===== src/rtl/wpseq_pkg.sv =====
package wpseq_pkg;
    localparam int DATA_W = 8;

    localparam logic [DATA_W-1:0] KEY_FIRST  = 8'hAA;
    localparam logic [DATA_W-1:0] KEY_SECOND = 8'h55;
    localparam logic [DATA_W-1:0] KEY_OPEN   = 8'hA0;
    localparam logic [DATA_W-1:0] KEY_ERASE  = 8'h80;
    localparam logic [DATA_W-1:0] KEY_CLEAR  = 8'h20;

    typedef enum logic [2:0] {
        SQ_IDLE,
        SQ_K1,
        SQ_K2,
        SQ_D3,
        SQ_D4,
        SQ_D5
    } seq_e;

    typedef struct packed {
        seq_e seq;
        logic win;
    } seq_st_t;
endpackage


===== src/rtl/wp_cmd_decode.sv =====
module wp_cmd_decode
    import wpseq_pkg::*;
#(
    parameter int CMP_W = 15,
    parameter logic [CMP_W-1:0] ADDR_A = 15'h5555,
    parameter logic [CMP_W-1:0] ADDR_B = 15'h2AAA
) (
    input  seq_e              cur,
    input  logic [CMP_W-1:0]  addr,
    input  logic [DATA_W-1:0] data,
    output logic              hit,
    output logic              unlock,
    output logic              disarm,
    output seq_e              nxt
);
    logic [CMP_W-1:0]  want_a;
    logic [DATA_W-1:0] want_d;
    logic              branch;

    always_comb begin
        want_a = ADDR_A;
        want_d = KEY_FIRST;
        case (cur)
            SQ_K1:   begin want_a = ADDR_B; want_d = KEY_SECOND; end
            SQ_K2:   begin want_a = ADDR_A; want_d = KEY_OPEN;   end
            SQ_D3:   begin want_a = ADDR_A; want_d = KEY_FIRST;  end
            SQ_D4:   begin want_a = ADDR_B; want_d = KEY_SECOND; end
            SQ_D5:   begin want_a = ADDR_A; want_d = KEY_CLEAR;  end
            default: begin want_a = ADDR_A; want_d = KEY_FIRST;  end
        endcase
        branch = (cur == SQ_K2) && (data == KEY_ERASE);
        hit    = (addr == want_a) && ((data == want_d) || branch);
        unlock = hit && (cur == SQ_K2) && !branch;
        disarm = hit && (cur == SQ_D5);
        nxt    = SQ_IDLE;
        if (hit) begin
            case (cur)
                SQ_IDLE: nxt = SQ_K1;
                SQ_K1:   nxt = SQ_K2;
                SQ_K2:   nxt = branch ? SQ_D3 : SQ_IDLE;
                SQ_D3:   nxt = SQ_D4;
                SQ_D4:   nxt = SQ_D5;
                default: nxt = SQ_IDLE;
            endcase
        end
    end
endmodule


===== src/rtl/wp_write_gate.sv =====
module wp_write_gate (
    input  logic stb,
    input  logic key_hit,
    input  logic prot,
    input  logic win,
    output logic store_en,
    output logic key_mask
);
    always_comb begin
        key_mask = key_hit && prot;
        store_en = stb && !key_mask && (!prot || win);
    end
endmodule


===== src/rtl/wp_cmd_seq.sv =====
module wp_cmd_seq
    import wpseq_pkg::*;
#(
    parameter int BUS_AW = 16,
    parameter int CMP_W  = 15,
    parameter logic [CMP_W-1:0] ADDR_A = 15'h5555,
    parameter logic [CMP_W-1:0] ADDR_B = 15'h2AAA
) (
    input  logic              clk,
    input  logic              rst_n,
    input  logic              wr_stb,
    input  logic [BUS_AW-1:0] wr_addr,
    input  logic [7:0]        wr_data,
    input  logic              load_done,
    output logic              arr_wr_en,
    output logic              cmd_mask,
    output logic              prot_on
);
    seq_st_t st_d, st_q;
    logic    prot_d;
    logic    prot_q = 1'b0;
    logic    win_q;

    logic [CMP_W-1:0] cmp_addr;
    logic hit, unlock, disarm, live, hit_v;
    seq_e nxt;

    assign cmp_addr = wr_addr[CMP_W-1:0];

    generate
        if (BUS_AW > CMP_W) begin : g_hi
            logic unused_hi;
            assign unused_hi = ^wr_addr[BUS_AW-1:CMP_W];
        end
    endgenerate

    wp_cmd_decode #(.CMP_W(CMP_W), .ADDR_A(ADDR_A), .ADDR_B(ADDR_B)) u_dec (
        .cur    (st_q.seq),
        .addr   (cmp_addr),
        .data   (wr_data),
        .hit    (hit),
        .unlock (unlock),
        .disarm (disarm),
        .nxt    (nxt)
    );

    assign live  = wr_stb && !st_q.win;
    assign hit_v = live && hit;

    always_comb begin
        st_d   = st_q;
        prot_d = prot_q;
        if (live)
            st_d.seq = nxt;
        if (st_q.win && load_done)
            st_d.win = 1'b0;
        if (hit_v && unlock) begin
            st_d.win = 1'b1;
            prot_d   = 1'b1;
        end
        if (hit_v && disarm)
            prot_d = 1'b0;
    end

    always_ff @(posedge clk or negedge rst_n) begin
        if (!rst_n) begin
            st_q.seq <= SQ_IDLE;
            st_q.win <= 1'b0;
        end else begin
            st_q <= st_d;
        end
    end

    always_ff @(posedge clk) begin
        prot_q <= prot_d;
    end

    assign win_q   = st_q.win;
    assign prot_on = prot_q;

    wp_write_gate u_gate (
        .stb      (wr_stb),
        .key_hit  (hit_v),
        .prot     (prot_q),
        .win      (st_q.win),
        .store_en (arr_wr_en),
        .key_mask (cmd_mask)
    );
endmodule


===== config.mk =====
export PLATFORM = sky130hd
export DESIGN_NAME = wp_cmd_seq
export DESIGN_NICKNAME = d
export VERILOG_FILES = /design/src/rtl/wpseq_pkg.sv /design/src/rtl/wp_cmd_decode.sv /design/src/rtl/wp_write_gate.sv /design/src/rtl/wp_cmd_seq.sv
export SDC_FILE = /design/constraint.sdc
export NUM_CORES = 1
export LEC_CHECK = 0
export BUFFER_PORTS_ARGS = -buffer_cell sky130_fd_sc_hd__buf_4
export CAP_MARGIN = 30
export CORE_MARGIN = 3
export CORE_UTILIZATION = 37
export DETAILED_ROUTE_END_ITERATION = 12
export HOLD_SLACK_MARGIN = 0.03
export PLACE_DENSITY = 0.81
export SLEW_MARGIN = 20
export SYNTH_ARGS = -nofsm -noshare
export SYNTH_HDL_FRONTEND = slang
export SYNTH_SLANG_ARGS = --single-unit

===== constraint.sdc =====
create_clock -name clk -period 2.3 [get_ports clk]
set_clock_uncertainty 0.15 [all_clocks]
set_input_delay 0.23 -clock clk [delete_from_list [all_inputs] [get_ports clk]]
set_output_delay 0.23 -clock clk [all_outputs]
set_load 0.03 [all_outputs]

==> results.sh, run 1 <==
export IMPL_cts_inserted_buffers=3
export IMPL_slew_headroom_pct=65.2
export IMPL_grt_overflow_total=0
export IMPL_placed_cells=104
export IMPL_min_period_over_period_pct=102
export IMPL_cts_root_buffer="clkbuf_4"
export IMPL_drive_gt1_share_pct=50.5
export IMPL_cts_sinks=5
export IMPL_violations="setup timing"
export IMPL_initial_core_util_pct=42.3
export IMPL_fin_ws_ps=-48.4
export IMPL_gp_congestion=0.796
export IMPL_core_area_um2=1190
export IMPL_fmax_mhz=426
export IMPL_routed_wl_mm=1.47
export IMPL_synth_cell_types=38
export IMPL_nets=128
export IMPL_slew_viol_final=0
export IMPL_portBuffers=29
export IMPL_hold_path_class="input pin to asynchronous set/reset pin"
export IMPL_start_kind="flip-flop"
export IMPL_crit_type="flip-flop to output port"
export IMPL_ir_worst_vdd_v=0.000261
export IMPL_required_ps=1920
export IMPL_hold_slack_ps=155
export IMPL_clk_pin_slew_ps=50
export IMPL_antenna_found_initial=0
export IMPL_cap_violations=0
export IMPL_clock_latency_ps=240
export IMPL_p_per_area_nw_per_um2=301
export IMPL_final_cell_count_no_fill=113
export IMPL_r2r_setup_slack_ps=60
export IMPL_num_antenna_cells=0
export IMPL_ios=31
export IMPL_cellLeakagePower_nw=0.359
export IMPL_vias=628
export IMPL_die_height_um=42.8
export IMPL_areaGrowthSynthToFinish_pct=67.8
export IMPL_synth_fp_nets=86
export IMPL_worstReg2RegEnd="st_q[3]"
export IMPL_netlist_area_um2=502
export IMPL_synth_cells=58
export IMPL_final_area_um2=842
export IMPL_die_w_um=42.8
export IMPL_hold_violations=0
export IMPL_ys_flop_type="dfrtp_1"
export IMPL_finalSetupViolCount=1
export IMPL_async_flop_share_pct=80.0
export IMPL_drtIter0Drc=27
export IMPL_antenna_left=0
export IMPL_cp_end_kind="output port"
export IMPL_rsz0062_at_grt="true"
export IMPL_synth_seq_cells=5
export IMPL_viasPerCell=5.56
export IMPL_htree_num_levels=1
export IMPL_wire_per_inst_um=13.0
export IMPL_hpwl_mm=1.17
export IMPL_clockBufferDepth=2
export IMPL_grt_pass1_wl_mm=2.45
export IMPL_groute_usage_overall_pct=17.3
export IMPL_r2r_start="st_q[3]"
export IMPL_grt_pass1_vias=583
export IMPL_fp_row_count=12
export IMPL_grt_max_degree=12
export IMPL_syn_avg_cell_area_um2=8.65
export IMPL_critPathMaxFanout=3
export IMPL_rr_worst_depth=7
export IMPL_ys_warn_count=0
export IMPL_dpl_instance_area_um2=759
export IMPL_worstPathArrival_ps=1970
export IMPL_synth_edf_count=0
export IMPL_fin_crit_ps=2350
export IMPL_cts_tree="built"
export IMPL_status="complete, but fails checks"
export IMPL_ys_seq_area_share_pct=23.9
export IMPL_tightest_slew_ps=515
export IMPL_drt_pass1_iterations=4
export IMPL_die_area_um2=1830
export IMPL_drc=0
==> metrics by stage <==
stage	power, mW	util [%]	setup TNS (ps)	setup WS, ps
CTS	0.258	70.7	-46.8	-46.8
finish	0.254	71.0	-48.4	-48.4
global route	0.267	71.0	-125	-125
floorplan	0.103	-	0	21.4
global placement	0.144	64.0	0	106
detailed placement	0.146	64.0	0	91.3
==> cells in the final DEF (no fill, tap or decap), drive strengths merged <==
cell,count
and4,1
nand2b,1
or3,1
dlygate4sd3,2
nor2,3
or2b,1
inv,2
and3,1
clkbuf,4
xnor2,1
mux2i,1
nand2,3
nor2b,2
a22o,3
nor4b,3
nand4bb,1
dfrtp,4
dfxtp,1
a221o,1
buf,37
and2,1
nand3,2
xor2,1
nor3,1
o41ai,1
nand4,4
o2bb2ai,1
a21oi,3
a21boi,1
a2111o,1
nor4bb,1
a21o,1
nand4b,2
nor4,2
o21ai,2
o41a,1
o211ai,1
==> sequential cells by signal, summed over array words and instances, names as in the netlist <==
| register | cells |
|---|---|
| st_q | 3 |
| prot_on | 1 |
| win_q | 1 |
==> power breakdown <==
| group | total, mW | internal (mW) | switching [mW] |
|---|---|---|---|
| Sequential | 0.0879 | 0.0879 | 0.0000000100 |
| Clock | 0.106 | 0.0659 | 0.0403 |
| Combinational | 0.0597 | 0.0393 | 0.0204 |
==> metal layers <==
layer	vias to the layer above	share of wire [%]	global-route usage, %
li1	318	-	-
met1	291	45	23.0
met2	15	50	27.2
met3	4	3.2	1.27
met4	0	1.5	9.32
met5	-	0	0
==> what timing repair did <==
action,in CTS,in global routing
cloned,0,0
endpoints found under the setup margin,1,3
gates resized for setup,4,2
setup buffers,3,0
pin swaps,3,0
hold buffers,2,0
hold endpoints to repair,5,0
==> cell type report <==
type                    instances  area, µm²
repair buffers                 39        302
fillers                        95        344
well taps                      14       17.5
clock buffers                   4       26.3
multi-input cells              49        367
flip-flops and latches          5        123
inverters                       2       7.51
==> worst max-delay path by stage <==
stage	startpoint	end	slack, ps	cells after the start
after floorplan	st_q[1]	cmd_mask	20	7
after global placement	st_q[3]	cmd_mask	110	7
after global routing	st_q[3]	cmd_mask	-120	7
final	st_q[3]	cmd_mask	-50	7
after detailed placement	st_q[3]	cmd_mask	90	7
after CTS	st_q[3]	cmd_mask	-50	7
==> logic make-up after synthesis <==
kind of cell	count (synthesis)	synth area share, %
AO/OA/AOI/OAI	16	25.2
XOR/XNOR	2	3.49
flip-flops	5	23.9
multiplexers	1	2.00
buffers and inverters	4	4.74
AND/OR/NAND/NOR	30	40.7
==> critical path, cell delays in order (launching register included) <==
cell     delay [ps]
dfrtp_2         430
nor2_4          120
xor2_1           80
or3_1           300
a221o_1         350
a21oi_2         170
and2_4          150
buf_6           120
==> cells in the mapped netlist (2+ instances only) <==
cell      count  area [µm²]
dfrtp_1       4         100
nor4_1        2        12.5
a21oi_1       3        15.0
inv_1         2        7.51
nand4_1       4        25.0
a22o_1        2        17.5
nor2_1        2        7.51
nand2_1       3        11.3
nor4b_1       3        26.3
nor2b_1       2        12.5
nand4b_1      2        17.5
nand3_1       2        10.0
o21ai_0       2        10.0
No activity file was read; power rests on OpenSTA's default activity.
==> run 2, diff against run 1 <==
--- a/config.mk
+++ b/config.mk
@@ -12,6 +12,7 @@
 export DETAILED_ROUTE_END_ITERATION = 12
 export HOLD_SLACK_MARGIN = 0.03
 export PLACE_DENSITY = 0.81
+export RECOVER_POWER = 50
 export SLEW_MARGIN = 20
 export SYNTH_ARGS = -nofsm -noshare
 export SYNTH_HDL_FRONTEND = slang
==> results.sh, run 2 (synthesis gave the netlist of run 1 again) <==
export IMPL_required_ps=1920
export IMPL_r2r_setup_slack_ps=60
export IMPL_grt_pass1_wl_mm=2.45
export IMPL_initial_core_util_pct=42.3
export IMPL_final_common_cell="buf_4"
export IMPL_power_frac_comb_pct=23.3
export IMPL_min_period_over_period_pct=102
export IMPL_slew_viol_final=0
export IMPL_antenna_found_initial=0
export IMPL_cts_tree="built"
export IMPL_start_kind="flip-flop"
export IMPL_violations="setup timing"
export IMPL_cts_inserted_buffers=3
export IMPL_die_area_um2=1830
export IMPL_ir_worst_vdd_v=0.000261
export IMPL_grt_max_degree=12
export IMPL_viasPerCell=5.56
export IMPL_drc=0
export IMPL_grt_pass1_vias=583
export IMPL_hold_path_class="input pin to asynchronous set/reset pin"
export IMPL_p_per_area_nw_per_um2=302
export IMPL_cellLeakagePower_nw=0.356
export IMPL_r2r_start="st_q[3]"
export IMPL_hold_violations=0
export IMPL_portBuffers=29
export IMPL_clock_latency_ps=240
export IMPL_worstPathArrival_ps=1970
export IMPL_areaGrowthSynthToFinish_pct=67.1
export IMPL_fin_total_pwr_mw=0.253
export IMPL_grt_overflow_total=0
export IMPL_vias=628
export IMPL_core_area_um2=1190
export IMPL_critPathLaunch="st_q[3]"
export IMPL_cts_root_buffer="clkbuf_4"
export IMPL_critPathCapture="cmd_mask"
export IMPL_cp_end_kind="output port"
export IMPL_cap_violations=0
export IMPL_drt_pass1_iterations=4
export IMPL_routed_wl_mm=1.47
export IMPL_gp_congestion=0.796
export IMPL_clockBufferDepth=2
export IMPL_final_cell_mix="buf_4, nand4_1, nand2_1, nor4b_1, clkbuf_4"
export IMPL_fin_ws_ps=-48.4
export IMPL_switchingPower_mw=0.0606
export IMPL_tightest_slew_ps=515
export IMPL_p_sw_share_pct=24.0
export IMPL_seqPwrFrac_pct=34.8
export IMPL_wire_per_inst_um=13.0
export IMPL_die_height_um=42.8
export IMPL_crit_type="flip-flop to output port"
export IMPL_slew_headroom_pct=65.2
export IMPL_rsz0062_at_grt="true"
export IMPL_drtIter0Drc=27
export IMPL_power_share_clock_pct=42.0
export IMPL_hold_slack_ps=182
export IMPL_fp_row_count=12
export IMPL_antenna_left=0
export IMPL_multiInputGateArea_um2=367
export IMPL_die_w_um=42.8
export IMPL_largest_reg_flops=3
export IMPL_worstReg2RegEnd="st_q[3]"
export IMPL_nets=128
export IMPL_groute_usage_overall_pct=17.3
export IMPL_fillers=97
export IMPL_rr_worst_depth=7
export IMPL_fin_crit_ps=2350
export IMPL_drive_gt1_share_pct=49.5
export IMPL_ios=31
export IMPL_hpwl_mm=1.17
export IMPL_critPathMaxFanout=3
export IMPL_finalSetupViolCount=1
export IMPL_fmax_mhz=426
export IMPL_status="complete, but fails checks"
export IMPL_htree_num_levels=1
export IMPL_regArea_um2=123
export IMPL_top_register="st_q"
export IMPL_cts_sinks=5
export IMPL_num_antenna_cells=0
export IMPL_clk_pin_slew_ps=50
export IMPL_internal_power_mw=0.192
run 2: cell count changes in the layout (fill, tap and decap cells not counted):
cell	delta
clkbuf_1	+1
buf_4	-1
run 2: cell type report:
| cell class | count | area share, % |
|---|---|---|
| clock buffer | 4 | 3.13 |
| inverter | 2 | 0.896 |
| multi-input combinational | 49 | 43.7 |
| sequential | 5 | 14.6 |
| tap | 14 | 2.09 |
| timing repair buffer | 39 | 35.5 |
run 2: metrics by stage:
step | cells | util (%) | worst slack (ps) | TNS, ps | instance area, µm²
after CTS | 113 | 70.7 | -46.8 | -46.8 | 838
after global routing | 113 | 70.7 | -125 | -125 | 838
after detailed placement | 104 | 64.0 | 91.3 | 0 | 759
after global placement | 104 | 64.0 | 106 | 0 | 759
after floorplan | 58 | - | 21.4 | 0 | 503
final | 113 | 70.7 | -48.4 | -48.4 | 838
run 2: how the worst min path moves through the flow:
stage,slack [ps],depth (start not counted),end
floorplan,-220,0,st_q[1]
global placement,-120,1,win_q
detailed placement,-120,1,win_q
CTS,150,2,st_q[3]
global route,220,2,st_q[3]
finish,180,2,win_q
run 2: worst max-delay path, cell delays in order (launching register included):
cell and delay, ps:
dfrtp_2 430, nor2_4 120, xor2_1 80, or3_1 300, a221o_1 350, a21oi_2 170, and2_4 150, buf_6 120
run 2: routing by layer:
metal / GRT usage (%) / wire length [µm] / up-vias / share of wire [%]
met1: 23.0 / 661 / 291 / 45
met5: 0 / 0 / - / 0
met2: 27.2 / 741 / 15 / 50
met3: 1.27 / 47 / 4 / 3.2
li1: - / - / 318 / -
met4: 9.32 / 22 / 0 / 1.5
run 2: power by group through the flow:
| stage | combinational [mW] | sequential (mW) | clock (mW) |
|---|---|---|---|
| global route | 0.0650 | 0.0878 | 0.113 |
| finish | 0.0589 | 0.0879 | 0.106 |
| global placement | 0.0549 | 0.0894 | 0 |
| detailed placement | 0.0570 | 0.0894 | 0 |
| CTS | 0.0598 | 0.0879 | 0.110 |
| floorplan | 0.0133 | 0.0894 | 0 |
run 2: timing repair:
action | in CTS | in global routing
hold buffers | 2 | 0
pin swaps | 3 | 0
setup buffers | 3 | 0
hold endpoints to repair | 5 | 0
setup endpoints to repair | 1 | 3
resized for setup | 4 | 2
==> run 3, diff against run 2 <==
==> constraint.sdc (replaced) <==
create_clock -name clk -period 2.3 [get_ports clk]
set_clock_uncertainty 0.15 [all_clocks]
set_input_delay 0.345 -clock clk [delete_from_list [all_inputs] [get_ports clk]]
set_output_delay 0.345 -clock clk [all_outputs]
set_load 0.03 [all_outputs]
==> results.sh, run 3 (synthesis gave the netlist of run 1 again) <==
export IMPL_grt_pass1_vias=646
export IMPL_min_period_over_period_pct=108
export IMPL_grt_overflow_total=0
export IMPL_die_w_um=42.8
export IMPL_clockBufferDepth=2
export IMPL_fmax_mhz=402
export IMPL_crit_type="flip-flop to output port"
export IMPL_initial_core_util_pct=42.3
export IMPL_viasPerCell=5.78
export IMPL_areaGrowthSynthToFinish_pct=70.3
export IMPL_ios=31
export IMPL_num_antenna_cells=0
export IMPL_fp_row_count=12
export IMPL_groute_usage_overall_pct=20.1
export IMPL_worstPathArrival_ps=1990
export IMPL_clock_latency_ps=250
export IMPL_final_cell_mix="buf_4, nand4_1"
export IMPL_grt_max_degree=12
export IMPL_p_per_area_nw_per_um2=292
export IMPL_slew_headroom_pct=74.6
export IMPL_final_cell_count_no_fill=116
export IMPL_grt_pass1_wl_mm=2.75
export IMPL_status="complete, but fails checks"
export IMPL_ir_worst_vdd_v=0.000219
export IMPL_cts_tree="built"
export IMPL_hold_path_class="input pin to flip-flop"
export IMPL_slew_viol_final=0
export IMPL_start_kind="flip-flop"
export IMPL_multiInputGateArea_um2=364
export IMPL_fin_crit_ps=2490
export IMPL_critPathMaxFanout=3
export IMPL_tightest_slew_ps=377
export IMPL_drtIter0Drc=13
export IMPL_portBuffers=29
export IMPL_regArea_um2=121
export IMPL_drc=0
export IMPL_cts_sinks=5
export IMPL_wire_per_inst_um=13.8
export IMPL_cts_inserted_buffers=3
export IMPL_drive_gt1_share_pct=50.0
export IMPL_hold_slack_ps=122
export IMPL_die_area_um2=1830
export IMPL_placed_cells=107
export IMPL_htree_num_levels=1
export IMPL_cts_root_buffer="clkbuf_4"
export IMPL_final_area_um2=855
export IMPL_tns_ps=-188
export IMPL_rsz0062_at_grt="true"
export IMPL_nets=131
export IMPL_die_height_um=42.8
export IMPL_min_path_cells=2
export IMPL_gp_congestion=0.839
export IMPL_final_common_cell="buf_4"
export IMPL_hold_violations=0
export IMPL_rr_worst_depth=7
export IMPL_cp_end_kind="output port"
export IMPL_largest_reg_flops=3
export IMPL_fillers=98
export IMPL_vias=671
export IMPL_antenna_found_initial=0
export IMPL_clk_pin_slew_ps=40
export IMPL_antenna_left=0
export IMPL_routed_wl_mm=1.60
export IMPL_required_ps=1800
export IMPL_cap_violations=0
export IMPL_top_register="st_q"
export IMPL_violations="setup timing"
export IMPL_drt_pass1_iterations=4
export IMPL_fin_total_pwr_mw=0.249
export IMPL_hpwl_mm=1.31
export IMPL_finalSetupViolCount=1
export IMPL_dpl_instance_area_um2=787
export IMPL_cellLeakagePower_nw=0.376
export IMPL_core_area_um2=1190
export IMPL_fin_ws_ps=-188
[run 3: changes by cell type in the layout (fill, tap and decap cells not counted), sizes merged]
cell         previous run  this run
dlygate4sd3             2         1
buf                    36        40
[run 3: per-layer routing]
layer  wire length (µm)  GRT usage [%]  vias up  part of all wire, %
li1                   -              -      323                    -
met1                620           22.3      313                   39
met2                820           33.8       29                   51
met3                116           6.78        6                  7.3
met4                 40           9.32        0                  2.5
met5                  0              0        -                    0
[run 3: path summary, 6_finish.rpt]
kind / startpoint / end / slack [ps]
max in group asynchronous: rst_n / st_q[1] / 1470
min reg2reg: prot_on / prot_on / 360
min: load_done / win_q / 120
max reg2reg: st_q[3] / prot_on / 30
max: st_q[3] / cmd_mask / -190
min in group asynchronous: rst_n / st_q[2] / 320
[run 3: where the power goes]
part	total (mW)	switching [mW]	internal, mW
Combinational	0.0579	0.0199	0.0380
Clock	0.103	0.0375	0.0657
Sequential	0.0881	0.00000000918	0.0881
[run 3: repair_timing]
| action | in CTS | in global routing |
|---|---|---|
| setup buffers | 3 | 1 |
| hold buffers | 1 | 0 |
| pin swaps | 3 | 2 |
| gates resized for setup | 2 | 0 |
| hold endpoints to repair | 4 | 0 |
| endpoints found under the setup margin | 1 | 2 |
[run 3: area by class of cell]
class                      instances  area share (%)
tap                               14            2.05
timing repair buffer              42            37.2
clock buffer                       4            3.07
sequential                         5            14.2
inverter                           2           0.878
multi-input combinational         49            42.6
[run 3: worst max-delay path: stages, from the launching register on]
cell and delay [ps]:
dfrtp_1 420, nor2_4 130, xor2_1 80, or3_1 310
a221o_1 370, a21oi_2 150, and2_4 160, buf_6 120
[run 3: through the flow]
step	utilization, %	worst slack (ps)
floorplan	-	12.5
finish	72.0	-188
CTS	71.7	-191
global placement	66.4	51.1
detailed placement	66.4	12.6
global route	72.0	-277
